==> config.mk <==
export PLATFORM = sky130hd
export DESIGN_NAME = burst_read_seq
export DESIGN_NICKNAME = d
export VERILOG_FILES = /design/src/rtl/burst_pkg.sv /design/src/rtl/burst_cmd_regs.sv /design/src/rtl/burst_seq_ctrl.sv /design/src/rtl/burst_col_counter.sv /design/src/rtl/burst_store.sv /design/src/rtl/burst_out_stage.sv /design/src/rtl/burst_read_seq.sv
export SDC_FILE = /design/constraint.sdc
export NUM_CORES = 2
export LEC_CHECK = 0
export ABC_CLOCK_PERIOD_IN_PS = 3700
export BUFFER_PORTS_ARGS = -buffer_cell sky130_fd_sc_hd__buf_2
export CORE_AREA = 2 2 543 383
export CTS_CLUSTER_DIAMETER = 120
export DETAILED_ROUTE_END_ITERATION = 12
export DIE_AREA = 0 0 545 385
export PLACE_DENSITY_LB_ADDON = 0.2
export SLEW_MARGIN = 10
export SYNTH_ARGS = -nofsm -noshare
export SYNTH_HDL_FRONTEND = slang
export SYNTH_SLANG_ARGS = --single-unit
==> constraint.sdc <==
create_clock -name clk -period 3.7 [get_ports clk]
set_input_delay 0.37 -clock clk [delete_from_list [all_inputs] [get_ports clk]]
set_output_delay 0.37 -clock clk [all_outputs]
set_load 0.01 [all_outputs]
==> src/rtl/burst_pkg.sv <==
// Shared types for the burst read sequencer.
package burst_pkg;

    // Sequencer phases: idle, single write, row-open wait, word fetch, done slot.
    typedef enum logic [2:0] {
        ST_IDLE  = 3'd0,
        ST_WRITE = 3'd1,
        ST_OPEN  = 3'd2,
        ST_BURST = 3'd3,
        ST_DRAIN = 3'd4
    } seq_state_t;

endpackage

==> src/rtl/burst_cmd_regs.sv <==
// Command capture registers.
// Holds the row, column and write data of the last accepted command.
// Assumes: accept is high for exactly the edges that take a command.
module burst_cmd_regs #(
    parameter int ROW_W  = 3,
    parameter int COL_W  = 3,
    parameter int DATA_W = 32
) (
    input  logic              clk,
    input  logic              rst_n,
    input  logic              accept,
    input  logic [ROW_W-1:0]  row_in,
    input  logic [COL_W-1:0]  col_in,
    input  logic [DATA_W-1:0] wdata_in,
    output logic [ROW_W-1:0]  row_q,
    output logic [COL_W-1:0]  col_q,
    output logic [DATA_W-1:0] wdata_q
);

    // Capture the command fields on an accepted command only.
    always_ff @(posedge clk) begin
        if (!rst_n) begin
            row_q   <= '0;
            col_q   <= '0;
            wdata_q <= '0;
        end else if (accept) begin
            row_q   <= row_in;
            col_q   <= col_in;
            wdata_q <= wdata_in;
        end
    end

endmodule

==> src/rtl/burst_seq_ctrl.sv <==
// Sequencer control.
// Takes one command at a time. A write goes through a single write slot.
// A read waits LATENCY-1 cycles in the row-open phase, then fetches
// BURST_LEN words, then spends one cycle in the done slot.
// Assumes: LATENCY >= 2 and BURST_LEN >= 1.
module burst_seq_ctrl
    import burst_pkg::*;
#(
    parameter int LATENCY   = 4,
    parameter int BURST_LEN = 8
) (
    input  logic clk,
    input  logic rst_n,
    input  logic req_valid,
    input  logic req_write,
    output logic ready,
    output logic accept,
    output logic wr_strobe,
    output logic fetch,
    output logic last_beat
);

    localparam int LAT_W  = (LATENCY > 2) ? $clog2(LATENCY) : 1;
    localparam int BEAT_W = (BURST_LEN > 1) ? $clog2(BURST_LEN) : 1;
    localparam logic [LAT_W-1:0]  LAT_INIT  = LAT_W'(LATENCY - 2);
    localparam logic [BEAT_W-1:0] BEAT_LAST = BEAT_W'(BURST_LEN - 1);

    seq_state_t        state;
    logic [LAT_W-1:0]  lat_cnt;
    logic [BEAT_W-1:0] beat_cnt;

    // Decode the phase into handshake and strobe outputs.
    always_comb begin
        ready     = (state == ST_IDLE);
        accept    = ready && req_valid;
        wr_strobe = (state == ST_WRITE);
        fetch     = (state == ST_BURST);
        last_beat = fetch && (beat_cnt == BEAT_LAST);
    end

    // Phase register with the row-open countdown and the beat counter.
    always_ff @(posedge clk) begin
        if (!rst_n) begin
            state    <= ST_IDLE;
            lat_cnt  <= '0;
            beat_cnt <= '0;
        end else begin
            case (state)
                ST_IDLE: begin
                    if (req_valid) begin
                        if (req_write) begin
                            state <= ST_WRITE;
                        end else begin
                            state   <= ST_OPEN;
                            lat_cnt <= LAT_INIT;
                        end
                    end
                end
                ST_WRITE: state <= ST_IDLE;
                ST_OPEN: begin
                    if (lat_cnt == '0) begin
                        state    <= ST_BURST;
                        beat_cnt <= '0;
                    end else begin
                        lat_cnt <= lat_cnt - LAT_W'(1);
                    end
                end
                ST_BURST: begin
                    if (beat_cnt == BEAT_LAST) begin
                        state <= ST_DRAIN;
                    end else begin
                        beat_cnt <= beat_cnt + BEAT_W'(1);
                    end
                end
                ST_DRAIN: state <= ST_IDLE;
                default:  state <= ST_IDLE;
            endcase
        end
    end

    // the write slot lasts one cycle.
    p_write_single_r7: assert property (@(posedge clk) disable iff (!rst_n)
        (state == ST_WRITE) |=> (state == ST_IDLE));

    // fetching starts only out of an expired row-open wait.
    p_burst_entry_r3: assert property (@(posedge clk) disable iff (!rst_n)
        $rose(fetch) |-> ($past(state) == ST_OPEN && $past(lat_cnt) == '0));

endmodule

==> src/rtl/burst_col_counter.sv <==
// Column address counter.
// Loads the start column when a command is taken and advances by one on
// every fetch cycle. It wraps modulo 2^COL_W, so it stays inside the row.
// Assumes: load and advance are never high together.
module burst_col_counter #(
    parameter int COL_W = 3
) (
    input  logic             clk,
    input  logic             rst_n,
    input  logic             load,
    input  logic [COL_W-1:0] start_col,
    input  logic             advance,
    output logic [COL_W-1:0] col
);

    // Load on accept, otherwise step while fetching.
    always_ff @(posedge clk) begin
        if (!rst_n) begin
            col <= '0;
        end else if (load) begin
            col <= start_col;
        end else if (advance) begin
            col <= col + COL_W'(1);
        end
    end

    // each fetch moves to the next column, wrapping inside the row.
    p_col_step_r5: assert property (@(posedge clk) disable iff (!rst_n)
        (advance && !load) |=> (col == COL_W'($past(col) + COL_W'(1))));

endmodule

==> src/rtl/burst_store.sv <==
// Behavioural storage array.
// One synchronous write port and one combinational read port; the read
// result is registered downstream. Contents are not reset.
module burst_store #(
    parameter int ADDR_W = 6,
    parameter int DATA_W = 32
) (
    input  logic              clk,
    input  logic              wr_en,
    input  logic [ADDR_W-1:0] wr_addr,
    input  logic [DATA_W-1:0] wr_data,
    input  logic [ADDR_W-1:0] rd_addr,
    output logic [DATA_W-1:0] rd_data
);

    localparam int DEPTH = 1 << ADDR_W;

    logic [DATA_W-1:0] mem [DEPTH];

    // Store one word per write strobe.
    always_ff @(posedge clk) begin
        if (wr_en) begin
            mem[wr_addr] <= wr_data;
        end
    end

    // Present the addressed word to the output stage.
    always_comb begin
        rd_data = mem[rd_addr];
    end

endmodule

==> src/rtl/burst_out_stage.sv <==
// Output registers.
// Registers each fetched word together with its valid flag, and delays the
// last-beat marker by one extra cycle to form the done pulse.
// Assumes: fetch is high for one unbroken run per burst.
module burst_out_stage #(
    parameter int DATA_W    = 32,
    parameter int BURST_LEN = 8
) (
    input  logic              clk,
    input  logic              rst_n,
    input  logic              fetch,
    input  logic              last_beat,
    input  logic [DATA_W-1:0] word_in,
    output logic              rd_valid,
    output logic [DATA_W-1:0] rd_data,
    output logic              rd_done
);

    localparam int RUN_W = $clog2(BURST_LEN + 1) + 1;

    logic last_q;

    // Register the word and its valid flag; hold the data between bursts.
    always_ff @(posedge clk) begin
        if (!rst_n) begin
            rd_valid <= 1'b0;
            rd_data  <= '0;
        end else begin
            rd_valid <= fetch;
            if (fetch) begin
                rd_data <= word_in;
            end
        end
    end

    // Turn the last-beat marker into a pulse one cycle after the last word.
    always_ff @(posedge clk) begin
        if (!rst_n) begin
            last_q  <= 1'b0;
            rd_done <= 1'b0;
        end else begin
            last_q  <= last_beat;
            rd_done <= last_q;
        end
    end

    // Checker support: length of the current run of valid words.
    logic [RUN_W-1:0] run_len;
    always_ff @(posedge clk) begin
        if (!rst_n) begin
            run_len <= '0;
        end else if (rd_valid) begin
            run_len <= run_len + RUN_W'(1);
        end else begin
            run_len <= '0;
        end
    end

    // done comes right after the last word, and not together with a word.
    p_done_follows_r6: assert property (@(posedge clk) disable iff (!rst_n)
        rd_done |-> ($past(rd_valid) && !rd_valid));

    // the run that ends in a done pulse is exactly BURST_LEN long.
    p_run_length_r4: assert property (@(posedge clk) disable iff (!rst_n)
        rd_done |-> (run_len == RUN_W'(BURST_LEN)));

    // no run of valid words exceeds BURST_LEN.
    p_run_bound_r4: assert property (@(posedge clk) disable iff (!rst_n)
        run_len <= RUN_W'(BURST_LEN));

endmodule

==> src/rtl/burst_read_seq.sv <==
// Synchronous burst read sequencer, top level.
// Captures one command at a time. Writes store a single word. Reads wait
// out a fixed row-open latency and then return BURST_LEN words from
// consecutive columns of one row, one per clock, with a done pulse after.
// Assumes: LATENCY >= 2, 1 <= BURST_LEN <= 2**COL_W.
module burst_read_seq #(
    parameter int ROW_W     = 3,
    parameter int COL_W     = 3,
    parameter int DATA_W    = 32,
    parameter int LATENCY   = 4,
    parameter int BURST_LEN = 8
) (
    input  logic              clk,
    input  logic              rst_n,
    input  logic              req_valid,
    input  logic              req_write,
    input  logic [ROW_W-1:0]  req_row,
    input  logic [COL_W-1:0]  req_col,
    input  logic [DATA_W-1:0] req_wdata,
    output logic              ready,
    output logic              rd_valid,
    output logic [DATA_W-1:0] rd_data,
    output logic              rd_done
);

    localparam int ADDR_W = ROW_W + COL_W;

    logic              accept;
    logic              wr_strobe;
    logic              fetch;
    logic              last_beat;
    logic [ROW_W-1:0]  row_q;
    logic [COL_W-1:0]  col_q;
    logic [DATA_W-1:0] wdata_q;
    logic [COL_W-1:0]  col_cnt;
    logic [DATA_W-1:0] word;

    burst_seq_ctrl #(
        .LATENCY   (LATENCY),
        .BURST_LEN (BURST_LEN)
    ) u_ctrl (
        .clk       (clk),
        .rst_n     (rst_n),
        .req_valid (req_valid),
        .req_write (req_write),
        .ready     (ready),
        .accept    (accept),
        .wr_strobe (wr_strobe),
        .fetch     (fetch),
        .last_beat (last_beat)
    );

    burst_cmd_regs #(
        .ROW_W  (ROW_W),
        .COL_W  (COL_W),
        .DATA_W (DATA_W)
    ) u_cmd (
        .clk      (clk),
        .rst_n    (rst_n),
        .accept   (accept),
        .row_in   (req_row),
        .col_in   (req_col),
        .wdata_in (req_wdata),
        .row_q    (row_q),
        .col_q    (col_q),
        .wdata_q  (wdata_q)
    );

    burst_col_counter #(
        .COL_W (COL_W)
    ) u_col (
        .clk       (clk),
        .rst_n     (rst_n),
        .load      (accept),
        .start_col (req_col),
        .advance   (fetch),
        .col       (col_cnt)
    );

    burst_store #(
        .ADDR_W (ADDR_W),
        .DATA_W (DATA_W)
    ) u_store (
        .clk     (clk),
        .wr_en   (wr_strobe),
        .wr_addr ({row_q, col_q}),
        .wr_data (wdata_q),
        .rd_addr ({row_q, col_cnt}),
        .rd_data (word)
    );

    burst_out_stage #(
        .DATA_W    (DATA_W),
        .BURST_LEN (BURST_LEN)
    ) u_out (
        .clk       (clk),
        .rst_n     (rst_n),
        .fetch     (fetch),
        .last_beat (last_beat),
        .word_in   (word),
        .rd_valid  (rd_valid),
        .rd_data   (rd_data),
        .rd_done   (rd_done)
    );

    // while the sequencer is free, no burst word is on the output.
    p_ready_quiet_r9: assert property (@(posedge clk) disable iff (!rst_n)
        ready |-> !rd_valid);

    // a command taken on an edge leaves the sequencer busy after it.
    p_busy_after_take_r2: assert property (@(posedge clk) disable iff (!rst_n)
        (ready && req_valid) |=> !ready);

endmodule

==> impl_results.md <==
* Mux share of post-synthesis cell area at 0.150
* First drt pass iteration count at 5
* Clock Latency Late Sink at 0.84 ns
* Total number of vias at 41.8k
* Pins over their slew limit at 0
* WL met1 at 109000 um
* Crit path launch type: register
* Setup WS pre-CTS at 0.327 ns
* CP arrival at 4.03 ns
* DRT iter0 DRCs at 6087
* Min Tclk post-route at 3.34 ns
* Rel. slew slack at 0.165
* Vias in the first global route at 40.2k
* XOR/XNOR share of the synthesized area at 0.000215
* FILL cells at 17.1k
* Netlist Area Pre-Place at 81400 um^2
* Largest family of logic cells by synthesized area: multiplexers
* Clock Skew at 0.0304 ns
* Final Setup Violations at 0
* Cell count after synthesis at 3783
* Commonest non-fill, non-tap cell in the layout: edfxtp_1
* # clock sinks at 2132
* Status: completed
* Yosys cell types at 73
* Clk buf depth at 4
* Sequential area share after synthesis at 0.776
* Largest net degree at the start of global routing at 78
* Reg area at 63200 um^2
* RSZ-0062 raised after global routing: false
* FP Rows at 139
* Wire per inst at 34.5 um
* Crit end category: register
* Synth Flop Type: edfxtp_1
* # DRC at 0
* EDFF count, synth at 2048
* I/O pin count at 77
* Mean Syn Cell Area at 21.5 um^2
* Tcrit/Tclk final at 0.904
* Die H at 385 um
* Final global-route overflow total at 0
* Most frequent cells in the layout: 2048 x edfxtp_1, 480 x mux4_2, 225 x buf_4
* Leakage at 29.6 nW
* Worst-margin pin slew at 1.25 ns
* Area Growth Syn to Fin at 15.2%
* H-tree depth at 4
* Area occupied by multi-input gates at 17500 um^2
* Final hold vios at 0
* Top routing layer in use: met5
* Post-synth ARST share at 0
* Setup_tns at 0 ns
* #FFs+latches synth at 2132
* Share of cells above drive strength 1 at 0.287
* Clock root cell: clkbuf_16
* Final Cell Area at 93700 um^2
* Worst hold-check path type: input pin to register
* Compound-Gate Fraction of Synth Area at 0.0357
* Routed wire length at 244000 um
* Die area at 210000 um^2
* Total CTS buffers at 198
* DIE WIDTH at 545 um
* Initial antenna violation count at 6
* Post-Syn Nets at 3829
* Power Density at 545 nW/um^2
* Total number of yosys warnings at 0
* Simple-gate share of the synthesized area at 0.0219
* DR WL met2 at 107000 um
* CTS tree: built
* Initial Utilization at 0.398
* PortBufs at 76
* Final worst setup slack at 0.356 ns
* Post-DP Area at 87200 um^2
* Clock transition at path regs at 0.07 ns
* Fin Hold WS at 0.0933 ns
* Post-CTS sizing at 0
* WL met3 at 22000 um
* Gr usage total at 0.230
* Detailed Place HPWL at 145000 um
* Synth Area in Adders at 0.000615
* VDD IR max at 0.000435 V
* Max_cap viols at 0
* Final nets at 4198
* Core area at 204000 um^2
* Fmax at 299 MHz
* Critical path fanouts, max at 37
* Final GP Congestion at 0.811
* Worst Path Class, Setup: register to register
* Post-route ant nets at 0
* First-pass GRT wire length at 332000 um
* Drt via density at 5.93
* WP data required at 4.38 ns
==> critical path, stage by stage (launching register included) <==
cell     delay, ns
dfxtp_4       0.87
buf_12        0.27
buf_12        0.18
buf_4         0.20
buf_4         0.20
mux4_2        0.30
a22oi_1       0.21
a21oi_1       0.12
nor2_1        0.60
a31oi_1       0.19
==> final timing paths <==
path | start | end | slack [ns] | cells past startpoint
setup reg to reg | u_col.col[1] | u_out.rd_data[14] | 0.36 | 9
hold reg to reg | u_out.last_q | u_out.rd_done | 0.43 | 1
hold / removal | rst_n | u_cmd.wdata_q[20] | 0.09 | 2
setup / recovery | u_col.col[1] | u_out.rd_data[14] | 0.36 | 9
==> power by group <==
group          total (mW)  internal, mW  leakage [nW]  switching, mW
Clock                19.9          11.1          3.00           8.82
Combinational        3.86          1.58          6.80           2.28
Sequential           27.3          26.8          19.8          0.487
==> repair_timing <==
| action | in CTS | in global routing |
|---|---|---|
| buffers inserted | 0 | 0 |
| hold buffers | 40 | 0 |
| endpoints found under the hold margin | 43 | 0 |
==> synth_stat cells (4+ instances only) <==
cell type	instances	area share
edfxtp_1	2048	0.76
mux4_2	480	0.13
nand2_1	168	0.0077
mux2i_1	101	0.012
nor2_1	100	0.0046
clkbuf_1	87	0.0040
a21oi_1	85	0.0052
dfxtp_1	84	0.021
a22oi_1	72	0.0066
o21ai_0	50	0.0031
buf_2	47	0.0029
a21boi_0	42	0.0039
buf_4	34	0.0031
o22ai_1	34	0.0026
a31oi_1	29	0.0022
buf_1	25	0.0012
a221oi_1	22	0.0024
mux2_2	22	0.0030
nand3_1	20	0.0012
buf_6	19	0.0026
a22o_1	16	0.0017
nor2b_1	16	0.0012
a211oi_1	15	0.0014
nor3_1	14	0.00086
and3_1	10	0.00077
a2111oi_0	8	0.00086
inv_1	8	0.00037
o211ai_1	7	0.00065
nand2b_1	6	0.00046
nand3b_1	6	0.00055
nor3b_1	6	0.00055
o21a_1	6	0.00055
a21o_1	5	0.00046
and3b_1	5	0.00054
mux4_1	5	0.0016
a32oi_1	4	0.00043
and2_1	4	0.00031
ha_1	4	0.00062
nor4_1	4	0.00031
nor4bb_1	4	0.00049
o31a_1	4	0.00043
o31ai_1	4	0.00037
or3b_2	4	0.00043
==> flip-flops by register name, indices dropped and copies added (netlist names) <==
register and flops:
u_cmd.row_q 3, u_store.mem 2048, u_col.col 3, u_ctrl.beat_cnt 3, u_cmd.wdata_q 32, u_out.rd_done 1
u_ctrl.lat_cnt 2, u_out.rd_valid 1, u_cmd.col_q 3, u_out.last_q 1, u_ctrl.state 3, u_out.rd_data 32
==> stage by stage <==
step,util,power [mW],instances
after detailed placement,0.427,31.6,6661
after global routing,0.459,52.5,7051
after global placement,0.427,31.6,6661
after CTS,0.459,51.4,7051
after floorplan,-,30.0,3783
final,0.459,51.1,7056
==> final cells by class <==
class | count | share of cell area
flip-flops and latches | 2132 | 0.675
multi-input cells | 1424 | 0.187
clock buffers | 251 | 0.0561
well taps | 2749 | 0.0367
repair buffers | 386 | 0.0361
clock inverters | 99 | 0.00916
inverters | 10 | 0.000441
diodes | 5 | 0.000133
==> cell families after synthesis <==
| family | Yosys count |
|---|---|
| flops | 2132 |
| mux | 608 |
| compound gates | 427 |
| simple gates | 383 |
| buf+inv | 227 |
| fa+ha+maj | 4 |
| xor+xnor | 2 |
==> metal layers <==
metal	up-vias	global-route usage
met2	2081	0.337
li1	16639	-
met1	22834	0.357
met4	2	0.0492
met5	-	0
met3	282	0.0448
Note: power is estimated with default switching activity, not from simulation.
